`config.mk`:
```
export PLATFORM = sky130hd
export DESIGN_NAME = frame_ser_tx
export DESIGN_NICKNAME = d
export VERILOG_FILES = /design/src/rtl/ftx_pkg.sv /design/src/rtl/ftx_sync_edge.sv /design/src/rtl/ftx_frame_seq.sv /design/src/rtl/ftx_word_buf.sv /design/src/rtl/ftx_shifter.sv /design/src/rtl/frame_ser_tx.sv
export SDC_FILE = /design/constraint.sdc
export NUM_CORES = 1
export LEC_CHECK = 0
export ABC_AREA = 1
export BUFFER_PORTS_ARGS = -buffer_cell sky130_fd_sc_hd__buf_4
export CORE_ASPECT_RATIO = 1.75
export CORE_UTILIZATION = 50
export CTS_CLUSTER_DIAMETER = 80
export CTS_CLUSTER_SIZE = 12
export DETAILED_ROUTE_END_ITERATION = 7
export PLACE_DENSITY = 0.69
export SLEW_MARGIN = 20
export SYNTH_ARGS = -nofsm -noshare
export SYNTH_HDL_FRONTEND = slang
export SYNTH_HIERARCHICAL = 1
export SYNTH_SLANG_ARGS = --single-unit
```
`constraint.sdc`:
```
create_clock -name clk -period 9.51 [get_ports clk]
set_input_delay 1.4265 -clock clk [delete_from_list [all_inputs] [get_ports clk]]
set_output_delay 1.4265 -clock clk [all_outputs]
set_load 0.02 [all_outputs]
```
`src/rtl/ftx_pkg.sv`:
```
package ftx_pkg;

  typedef enum logic [1:0] {
    SEQ_IDLE  = 2'd0,
    SEQ_WAIT  = 2'd1,
    SEQ_SHIFT = 2'd2
  } seq_state_e;

  // bits per element for a width code
  function automatic int unsigned elem_bits(input logic [2:0] code);
    case (code)
      3'b000:  return 8;
      3'b001:  return 12;
      3'b010:  return 16;
      3'b011:  return 20;
      3'b100:  return 24;
      default: return 32;
    endcase
  endfunction

endpackage

```
`src/rtl/ftx_sync_edge.sv`:
```
module ftx_sync_edge #(
  parameter int SYNC_STAGES = 2
) (
  input  logic clk,
  input  logic rst_n,
  input  logic bclk_in,
  input  logic fs_in,
  input  logic clk_pol,
  output logic drive_tick,
  output logic samp_tick,
  output logic fs_sync
);

  logic [SYNC_STAGES-1:0] bclk_sr_q, bclk_sr_n;
  logic [SYNC_STAGES-1:0] fs_sr_q, fs_sr_n;
  logic                   bclk_prev_q, bclk_prev_n;
  logic                   bclk_s, rise, fall;

  assign bclk_s = bclk_sr_q[SYNC_STAGES-1];
  assign fs_sync = fs_sr_q[SYNC_STAGES-1];

  always_comb begin
    bclk_sr_n   = {bclk_sr_q[SYNC_STAGES-2:0], bclk_in};
    fs_sr_n     = {fs_sr_q[SYNC_STAGES-2:0], fs_in};
    bclk_prev_n = bclk_s;
    rise        = bclk_s & ~bclk_prev_q;
    fall        = ~bclk_s & bclk_prev_q;
    drive_tick  = clk_pol ? fall : rise;
    samp_tick   = clk_pol ? rise : fall;
  end

  always_ff @(posedge clk or negedge rst_n) begin
    if (!rst_n) begin
      bclk_sr_q   <= '0;
      fs_sr_q     <= '0;
      bclk_prev_q <= 1'b0;
    end else begin
      bclk_sr_q   <= bclk_sr_n;
      fs_sr_q     <= fs_sr_n;
      bclk_prev_q <= bclk_prev_n;
    end
  end

endmodule

```
`src/rtl/ftx_frame_seq.sv`:
```
module ftx_frame_seq
  import ftx_pkg::*;
#(
  parameter int DATA_W = 32,
  parameter int CNT_W  = 7,
  localparam int BCNT_W = $clog2(DATA_W),
  localparam int LEN_W  = BCNT_W + 1
) (
  input  logic              clk,
  input  logic              rst_n,
  input  logic              drive_tick,
  input  logic              samp_tick,
  input  logic              fs_act,
  input  logic              cfg_dual,
  input  logic [CNT_W-1:0]  cfg_cnt1,
  input  logic [2:0]        cfg_wd1,
  input  logic [CNT_W-1:0]  cfg_cnt2,
  input  logic [2:0]        cfg_wd2,
  input  logic [1:0]        cfg_dly,
  output logic              load_evt,
  output logic              shift_evt,
  output logic              stop_evt,
  output logic [LEN_W-1:0]  load_len
);

  seq_state_e        st_q, st_n;
  logic [1:0]        dly_q, dly_n;
  logic              phase_q, phase_n;
  logic [CNT_W-1:0]  elem_q, elem_n;
  logic [BCNT_W-1:0] bit_q, bit_n;
  logic              fs_prev_q, fs_prev_n;

  logic [LEN_W-1:0]  len1, len2, cur_len;
  logic [CNT_W-1:0]  cur_cnt;
  logic              frame_start;

  assign len1    = LEN_W'(elem_bits(cfg_wd1));
  assign len2    = LEN_W'(elem_bits(cfg_wd2));
  assign cur_len = phase_q ? len2 : len1;
  assign cur_cnt = phase_q ? cfg_cnt2 : cfg_cnt1;
  assign frame_start = samp_tick & fs_act & ~fs_prev_q;

  always_comb begin
    st_n      = st_q;
    dly_n     = dly_q;
    phase_n   = phase_q;
    elem_n    = elem_q;
    bit_n     = bit_q;
    fs_prev_n = samp_tick ? fs_act : fs_prev_q;
    load_evt  = 1'b0;
    shift_evt = 1'b0;
    stop_evt  = 1'b0;
    load_len  = len1;
    case (st_q)
      SEQ_IDLE: begin
        if (frame_start) begin
          st_n  = SEQ_WAIT;
          dly_n = (cfg_dly == 2'd3) ? 2'd2 : cfg_dly;
        end
      end
      SEQ_WAIT: begin
        if (drive_tick) begin
          if (dly_q == 2'd0) begin
            load_evt = 1'b1;
            load_len = len1;
            phase_n  = 1'b0;
            elem_n   = '0;
            bit_n    = BCNT_W'(len1 - LEN_W'(1));
            st_n     = SEQ_SHIFT;
          end else begin
            dly_n = dly_q - 2'd1;
          end
        end
      end
      SEQ_SHIFT: begin
        if (drive_tick) begin
          if (bit_q != '0) begin
            shift_evt = 1'b1;
            bit_n     = bit_q - BCNT_W'(1);
          end else if (elem_q != cur_cnt) begin
            load_evt = 1'b1;
            load_len = cur_len;
            elem_n   = elem_q + CNT_W'(1);
            bit_n    = BCNT_W'(cur_len - LEN_W'(1));
          end else if (!phase_q && cfg_dual) begin
            load_evt = 1'b1;
            load_len = len2;
            phase_n  = 1'b1;
            elem_n   = '0;
            bit_n    = BCNT_W'(len2 - LEN_W'(1));
          end else begin
            stop_evt = 1'b1;
            st_n     = SEQ_IDLE;
          end
        end
      end
      default: st_n = SEQ_IDLE;
    endcase
  end

  always_ff @(posedge clk or negedge rst_n) begin
    if (!rst_n) begin
      st_q      <= SEQ_IDLE;
      dly_q     <= '0;
      phase_q   <= 1'b0;
      elem_q    <= '0;
      bit_q     <= '0;
      fs_prev_q <= 1'b0;
    end else begin
      st_q      <= st_n;
      dly_q     <= dly_n;
      phase_q   <= phase_n;
      elem_q    <= elem_n;
      bit_q     <= bit_n;
      fs_prev_q <= fs_prev_n;
    end
  end

endmodule

```
`src/rtl/ftx_word_buf.sv`:
```
module ftx_word_buf #(
  parameter int DATA_W = 32
) (
  input  logic              clk,
  input  logic              rst_n,
  input  logic              in_valid,
  output logic              in_ready,
  input  logic [DATA_W-1:0] in_data,
  input  logic              load_evt,
  output logic [DATA_W-1:0] word_out,
  output logic              underflow
);

  logic [DATA_W-1:0] hold_q, hold_n;
  logic [DATA_W-1:0] last_q, last_n;
  logic              hvld_q, hvld_n;
  logic              uf_q, uf_n;
  logic              take;
  logic              buf_en;

  assign in_ready  = ~hvld_q;
  assign take      = in_valid & ~hvld_q;
  assign underflow = uf_q;

  always_comb begin
    if (hvld_q)        word_out = hold_q;
    else if (in_valid) word_out = in_data;
    else               word_out = last_q;
  end

  always_comb begin
    hold_n = hold_q;
    last_n = last_q;
    hvld_n = hvld_q;
    uf_n   = 1'b0;
    if (load_evt) begin
      last_n = word_out;
      hvld_n = 1'b0;
      uf_n   = ~hvld_q & ~in_valid;
    end else if (take) begin
      hold_n = in_data;
      hvld_n = 1'b1;
    end
  end

  assign buf_en = load_evt | take;

  always_ff @(posedge clk or negedge rst_n) begin
    if (!rst_n) begin
      hold_q <= '0;
      last_q <= '0;
      hvld_q <= 1'b0;
    end else if (buf_en) begin
      hold_q <= hold_n;
      last_q <= last_n;
      hvld_q <= hvld_n;
    end
  end

  always_ff @(posedge clk or negedge rst_n) begin
    if (!rst_n) uf_q <= 1'b0;
    else        uf_q <= uf_n;
  end

endmodule

```
`src/rtl/ftx_shifter.sv`:
```
module ftx_shifter #(
  parameter int DATA_W = 32,
  localparam int LEN_W = $clog2(DATA_W) + 1
) (
  input  logic              clk,
  input  logic              rst_n,
  input  logic              load_evt,
  input  logic              shift_evt,
  input  logic              stop_evt,
  input  logic [LEN_W-1:0]  load_len,
  input  logic [DATA_W-1:0] word,
  output logic              dx,
  output logic              dx_oe
);

  logic [DATA_W-1:0] sh_q, sh_n, aligned;
  logic              dx_q, dx_n, oe_q, oe_n;
  logic              sh_en;

  assign aligned = word << (LEN_W'(DATA_W) - load_len);
  assign sh_en   = load_evt | shift_evt | stop_evt;
  assign dx      = dx_q;
  assign dx_oe   = oe_q;

  always_comb begin
    sh_n = sh_q;
    dx_n = dx_q;
    oe_n = oe_q;
    if (load_evt) begin
      dx_n = aligned[DATA_W-1];
      sh_n = aligned << 1;
      oe_n = 1'b1;
    end else if (shift_evt) begin
      dx_n = sh_q[DATA_W-1];
      sh_n = sh_q << 1;
    end else if (stop_evt) begin
      dx_n = 1'b0;
      sh_n = '0;
      oe_n = 1'b0;
    end
  end

  always_ff @(posedge clk or negedge rst_n) begin
    if (!rst_n) begin
      sh_q <= '0;
      dx_q <= 1'b0;
      oe_q <= 1'b0;
    end else if (sh_en) begin
      sh_q <= sh_n;
      dx_q <= dx_n;
      oe_q <= oe_n;
    end
  end

endmodule

```
`src/rtl/frame_ser_tx.sv`:
```
module frame_ser_tx #(
  parameter int DATA_W      = 32,
  parameter int CNT_W       = 7,
  parameter int SYNC_STAGES = 2,
  localparam int LEN_W      = $clog2(DATA_W) + 1
) (
  input  logic              clk,
  input  logic              rst_n,
  input  logic              bclk,
  input  logic              fs_in,
  input  logic              cfg_dual,
  input  logic [CNT_W-1:0]  cfg_cnt1,
  input  logic [2:0]        cfg_wd1,
  input  logic [CNT_W-1:0]  cfg_cnt2,
  input  logic [2:0]        cfg_wd2,
  input  logic [1:0]        cfg_dly,
  input  logic              cfg_clk_pol,
  input  logic              cfg_fs_pol,
  input  logic              in_valid,
  output logic              in_ready,
  input  logic [DATA_W-1:0] in_data,
  output logic              dx,
  output logic              dx_oe,
  output logic              underflow
);

  logic [1:0]        rst_pipe_q;
  logic              rst_n_s;
  logic              drive_tick, samp_tick, fs_sync, fs_act;
  logic              load_evt, shift_evt, stop_evt;
  logic [LEN_W-1:0]  load_len;
  logic [DATA_W-1:0] word;

  // asynchronous assertion, synchronous release
  always_ff @(posedge clk or negedge rst_n) begin
    if (!rst_n) rst_pipe_q <= 2'b00;
    else        rst_pipe_q <= {rst_pipe_q[0], 1'b1};
  end
  assign rst_n_s = rst_pipe_q[1];

  assign fs_act = fs_sync ^ cfg_fs_pol;

  ftx_sync_edge #(.SYNC_STAGES(SYNC_STAGES)) u_edge (
    .clk        (clk),
    .rst_n      (rst_n_s),
    .bclk_in    (bclk),
    .fs_in      (fs_in),
    .clk_pol    (cfg_clk_pol),
    .drive_tick (drive_tick),
    .samp_tick  (samp_tick),
    .fs_sync    (fs_sync)
  );

  ftx_frame_seq #(.DATA_W(DATA_W), .CNT_W(CNT_W)) u_seq (
    .clk        (clk),
    .rst_n      (rst_n_s),
    .drive_tick (drive_tick),
    .samp_tick  (samp_tick),
    .fs_act     (fs_act),
    .cfg_dual   (cfg_dual),
    .cfg_cnt1   (cfg_cnt1),
    .cfg_wd1    (cfg_wd1),
    .cfg_cnt2   (cfg_cnt2),
    .cfg_wd2    (cfg_wd2),
    .cfg_dly    (cfg_dly),
    .load_evt   (load_evt),
    .shift_evt  (shift_evt),
    .stop_evt   (stop_evt),
    .load_len   (load_len)
  );

  ftx_word_buf #(.DATA_W(DATA_W)) u_buf (
    .clk       (clk),
    .rst_n     (rst_n_s),
    .in_valid  (in_valid),
    .in_ready  (in_ready),
    .in_data   (in_data),
    .load_evt  (load_evt),
    .word_out  (word),
    .underflow (underflow)
  );

  ftx_shifter #(.DATA_W(DATA_W)) u_shift (
    .clk       (clk),
    .rst_n     (rst_n_s),
    .load_evt  (load_evt),
    .shift_evt (shift_evt),
    .stop_evt  (stop_evt),
    .load_len  (load_len),
    .word      (word),
    .dx        (dx),
    .dx_oe     (dx_oe)
  );

endmodule

```
# Word-level counts from Yosys, hierarchy flattened
# Index checks and enable logic that the tools add are counted.
dict set report totals {
  inputBits 62
  register_bits 125
}
dict set report op_classes {
  bitwise_logic 16
  mux 73
  add_sub_neg 7
  n_reduce_logical 22
  shifts 1
  n_eq_ne 24
}
# operator count
set op_table {}
lappend op_table {{$mux W32} 5}
lappend op_table {{$pmux W6 S5} 2}
lappend op_table {{$mux W7} 7}
lappend op_table {{$mux W6} 6}
lappend op_table {{$shl A32 B6 Y32} 1}
lappend op_table {{$mux W1} 30}
lappend op_table {{$mux W5} 6}
lappend op_table {{$mux W2} 11}
lappend op_table {{$sub A5 B1 Y5 const B} 4}
lappend op_table {{$pmux W7 S2} 1}
lappend op_table {{$reduce_and A7 Y1} 2}
lappend op_table {{$eq A3 B2 Y1 const B} 4}
lappend op_table {{$ne A2 B2 Y1 const B} 6}
lappend op_table {{$pmux W5 S2} 1}
lappend op_table {{$ne A2 B1 Y1 const B} 4}
lappend op_table {{$reduce_bool A2 Y1} 4}
lappend op_table {{$add A7 B1 Y7 const B} 1}
lappend op_table {{$ne A7 B7 Y1} 1}
lappend op_table {{$and A1 B1 Y1} 6}
lappend op_table {{$eq A3 B1 Y1 const B} 2}
lappend op_table {{$eq A3 B3 Y1 const B} 2}
lappend op_table {{$logic_not A3 Y1} 2}
lappend op_table {{$not A1 Y1} 6}
lappend op_table {{$pmux W2 S3} 1}
lappend op_table {{other kinds (20)} 28}

# Logic depth before layout (Yosys ltp)
dict set report logic_depth {
  ltp_word 10
  depth_mapped 26
  ltp_nobuf 24
}

# Hierarchy
# Netlist, hierarchy kept.
# mod area_each_um2 instances cells_each
set by_module_without_submodules {}
lappend by_module_without_submodules {ftx_word_buf 3507.1 1 419}
lappend by_module_without_submodules {ftx_shifter 3121.7 1 541}
lappend by_module_without_submodules {ftx_frame_seq 1674.1 1 264}
lappend by_module_without_submodules {ftx_sync_edge 163.9 1 14}
lappend by_module_without_submodules {frame_ser_tx 72.6 1 8}

# Worst setup path before layout
# OpenSTA, ideal clock, no wires.
dict set report synth_path {
  path_type {input port to flip-flop}
  startpoint {input port cfg_cnt2[0]}
  endpoint {register u_shift.sh_q[25]}
  required_time_ps 9448
  arrival_ps 3537
  setup_slack_ps 5911
  path_buffers 2
  stages 21
  setup_time_ps 62
  path_cell_list {nand2_1 -> nand2_1 -> nand2_1 -> nand2_1 -> nand2_1 -> nor2_4 -> nand2_4 -> inv_2 -> nand2_1 -> nand2_1 -> nor2_1 -> a21oi_1 -> xnor2_1 -> buf_2 -> buf_2 -> nand3_1 -> nand3_1 -> nand3_1 -> nand3_1 -> nand2_1 -> inv_1}
}
dict set report synth_via {
  elab_chain_cells 9
}
# item line_no
set synth_rtl {}
lappend synth_rtl {{from (decl)} frame_ser_tx.sv:14} ;# input logic [CNT_W-1:0] cfg_cnt2,
lappend synth_rtl {{$mux W7} ftx_frame_seq.sv:40} ;# assign cur_cnt = phase_q ? cfg_cnt2 : cfg_cnt1;
lappend synth_rtl {{$ne A7 B7 Y1} ftx_frame_seq.sv:80} ;# end else if (elem_q != cur_cnt) begin
lappend synth_rtl {{$mux W6} ftx_frame_seq.sv:80}
lappend synth_rtl {{$mux W6} ftx_frame_seq.sv:77} ;# if (bit_q != '0) begin
lappend synth_rtl {{$mux W6} ftx_frame_seq.sv:76} ;# if (drive_tick) begin
lappend synth_rtl {{$mux W6} n/a}
lappend synth_rtl {{via load_len[2]} frame_ser_tx.sv:31} ;# logic [LEN_W-1:0] load_len;
lappend synth_rtl {{$sub A6 B6 Y6} ftx_shifter.sv:20} ;# assign aligned = word << (LEN_W'(DATA_W) - load_len);
lappend synth_rtl {{$shl A32 B6 Y32} ftx_shifter.sv:20}
lappend synth_rtl {{$mux W32} ftx_shifter.sv:29} ;# if (load_evt) begin
lappend synth_rtl {{to (signal assigned)} ftx_shifter.sv:49} ;# sh_q <= sh_n;
lappend synth_rtl {{to (decl)} ftx_shifter.sv:16} ;# logic [DATA_W-1:0] sh_q, sh_n, aligned;
# The timed path passes the listed nets, and every way through them passes these cells.
# A chain may end at the register's enable or synchronous reset.

# Final worst setup path
dict set report layout_path {
  startpoint {input port cfg_cnt2[0]}
  endpoint {register u_shift.sh_q[17]}
}
# Same word-level chain as after synthesis.

==> metrics.md <==
| Metric | Value |
|---|---|
| Outcome | finished clean |
| PostCTS Resize Cnt | 0 |
| Fin crit share | 45.7% |
| CTS sink cnt | 124 |
| Drt pass-1 iters | 5 |
| I/O Buffers | 65 |
| EDFF count, synth | 0 |
| Reg2Reg Depth | 21 |
| Global placement routability congestion | approximately 0.97 |
| Asr flop ratio synth | 100% |
| Hold Path Class | register to register |
| H-Tree Depth | 4 |
| Placed cell area | slightly below 9000 sq um |
| DRC errors left | 0 |
| Top cells by count, synth | nand2_1 (481), nand3_1 (234), dfrtp_1 (124), inv_1 (108), nor2_1 (42) |
| Net count, final | about 1300 |
| PwrDens | 281 nW/um^2 |
| Lkg Pwr | about 5.0 nW |
| Total power | 2.69 mW |
| CTS tree | yes |
| Worst setup EP type | register |
| DRT Wirelength | 22500 microns |
| Setup CP Type | input port to register |
| Share of the synthesized area in the top cell type | between 30% and 40% |
| Skew-Pair Late Insertion Delay | 0.42 ns |
| Final setup fails | 0 |
| Post-synthesis sequential area ratio | 36.3% |
| Antenna diode count | 0 |
| Total Routing Usage GR | 26.8% |
| Post-DRT Antenna Nets | 0 |
| Root Buffer | clkbuf_16 |
| Worst Hold Depth | 0 |
| Num CTS Buffers | 17 |
| Cell count after synthesis | 1246 |
| Mapped Area | roughly 8500 sq um |
| FMAX | 230 MHz |
| Via Count | 8155 |
| Routed length per instance | 14.9 microns |
| Top-count cell post-synth | nand2_1 |
| Initial DRC Count | 595 |
| Comb power frac | between 40% and 50% |
| Final HPWL DP | 15600 microns |
| Max clock buf depth | 2 |
| Psw | between 1 and 1.5 mW |
| Worst slew pin tran | approximately 1.0 ns |
| Final Core Density | 57.9% |
| Hold endpoint | rst_pipe_q[1] |
| Largest net degree at the start of global routing | 69 |
| Footprint of the multi-input gates | approximately 4600 sq um |
| Switch share | 42.0% |
| Worst R2R Start | u_seq/phase_q |
| Max Cap Viol | 0 |
| Startpoint types | input port |
| Sequential Power Share | between 30% and 40% |
| Netlist cell types | 40 |
| Hold_sp | rst_pipe_q[0] |
| Reg2reg setup slack | 5.39 ns |
| WP data arrival | 4.65 ns |
| Die ar. | 17600 sq um |
| Hold Fails Final Rpt | 0 |
| # hold bufs at CTS | 0 |
| WHS | 0.351 ns |
| Initial antenna violation count | 0 |
| Fillers | 1652 |
| R2R Path End | u_shift/sh_q[17] |
| Post-CTS setup buffers | 0 |
| Worst rel slew slack | 31.4% |
| Post-route design area | 9560 sq um |
| Die Span X | 101 microns |
| Die Y-Extent | 175 microns |
| Row Count | slightly above 60 |
| Initial Utilization | 51.7% |
| Unrepaired setup endpoints after global routing | false |
| Clock period minus final worst setup slack | 4.34 ns |
| Internal | 1.56 mW |
| Top cells by area, synth | dfrtp_1 (36%), nand2_1 (21%), nand3_1 (14%), inv_1 (4.7%), nand3_2 (3.5%) |
| Flops & latches, synth | 124 |
| P&R area growth vs syn | 11.9% |
| Synth area leader | dfrtp_1 |
| Required time worst endpoint | 9.81 ns |
| Final setup TNS | 0 ns |
| Reg area | 3110 sq um |
| Vias per inst | between 5 and 6 |
| Vias in the first global route | 7732 |
| First-pass GRT wire length | approximately 37000 microns |
| Worst clock skew | 0.0113 ns |
| Max VDD drop | 0.126 mV |
| Syn avg cell area | roughly 7 sq um |
| Syn. warnings | 6 |
| Clk pwr share | 25.2% |
| Most common flop cell mapped by yosys | dfrtp_1 |
| Remaining global-route overflow | 0 |
| Final Max Slew Viols | 0 |
| Clock slew at the register clock pins of the worst setup and hold paths | 0.06 ns |
| Worst-path fanout max | 33 |
| Core area | 16500 sq um |
| # IOs | 66 |
| Share of cells above drive strength 1 | 15.0% |
## power by group through the flow
stage | registers [mW] | clock network [mW] | logic [mW]
floorplan | 0.829 | 0 | 0.942
global placement | 0.848 | 0 | 1.13
detailed placement | 0.851 | 0 | 1.15
CTS | 0.845 | 0.686 | 1.15
global route | 0.867 | 0.708 | 1.32
finish | 0.845 | 0.677 | 1.17
## per-stage QoR
step	worst slack, ns	cells
finish	5.17	1509
global route	4.79	1509
CTS	5.21	1509
detailed placement	4.85	1477
global placement	4.89	1477
floorplan	5.80	1247
## kinds of logic after synthesis
logic type               share of synthesized area [%]
buffers and inverters                             10.2
other                                           0.0879
XOR/XNOR                                         0.586
AO/OA/AOI/OAI                                     8.06
adder cells (fa/ha/maj)                           1.17
AND/OR/NAND/NOR                                   43.5
flip-flops                                        36.3
## worst max-delay path by stage
stage	start	to	slack, ns	cells after the start
final	cfg_cnt2[0]	u_shift/sh_q[17]	5.17	22
after global routing	cfg_cnt2[0]	u_shift/dx	4.79	23
after CTS	cfg_cnt2[0]	u_shift/sh_q[17]	5.21	21
after detailed placement	cfg_cnt2[0]	u_shift/dx	4.85	21
after global placement	cfg_cnt2[0]	u_shift/dx	4.89	21
after floorplan	rst_pipe_q[1]	u_buf/hold_q[0]	5.80	0
## cell usage in the layout (no fill, tap or decap), types with 3 or more instances in the layout
cell type / netlist / layout
nand3_2: 30 / 30
inv_6: 1 / 3
inv_2: 7 / 7
o21ai_2: 31 / 31
ha_1: 8 / 8
or2_2: 3 / 3
buf_4: 12 / 71
o21ai_1: 12 / 12
nor3_1: 5 / 4
nor2_1: 42 / 42
clkinvlp_4: 0 / 3
clkbuf_16: 0 / 17
a21oi_1: 22 / 22
nand3_1: 234 / 234
clkinv_4: 0 / 3
dfrtp_1: 124 / 123
conb_1: 2 / 3
nand4_1: 9 / 9
nor2_4: 3 / 3
o21ai_0: 23 / 23
nand2_1: 481 / 481
bufinv_16: 0 / 3
inv_1: 108 / 108
nor3b_1: 5 / 5
o211ai_1: 9 / 9
nand2_4: 3 / 3
## per-layer routing
layer	up-vias	GRT usage (%)	share of wire [%]
met3	83	3.24	3.0
li1	4065	-	-
met4	0	13.8	5.1
met2	225	47.4	52
met1	3782	31.4	40
met5	-	0	0
## critical path, cell delays in order
cell     delay [ns]
buf_4          0.08
nand2_1        0.05
nand2_1        0.09
nand2_1        0.05
nand2_1        0.06
nand2_1        0.08
nor2_4         0.17
nand2_4        0.09
inv_2          0.10
nand2_1        0.09
nand2_1        0.13
nor2_1         0.05
a21oi_1        0.42
nor2_1         0.16
nand2_1        0.13
inv_1          0.06
nand2_1        0.05
nand2_1        0.58
o21ai_0        0.51
nor2_1         0.07
nor2_1         0.12
nor2_1         0.05
## sequential cells by signal, summed over array words and instances (netlist names), 2 cells and up
| register | count |
|---|---|
| u_seq/st_q | 2 |
| u_seq/dly_q | 2 |
| u_edge/fs_sr_q | 2 |
| u_seq/bit_q | 5 |
| u_shift/sh_q | 31 |
| u_seq/elem_q | 7 |
| u_edge/bclk_sr_q | 2 |
| u_buf/hold_q | 32 |
| rst_pipe_q | 2 |
| u_buf/last_q | 32 |
## final cells by class
type | count | area share [%]
Multi-Input combinational cell | 940 | 47.9
Clock inverter | 13 | 1.74
Tap cell | 224 | 2.93
Clock buffer | 19 | 4.63
Timing Repair Buffer | 71 | 5.58
Inverter | 118 | 4.71
Sequential cell | 124 | 32.5
Note: power is estimated with default switching activity, not from simulation.
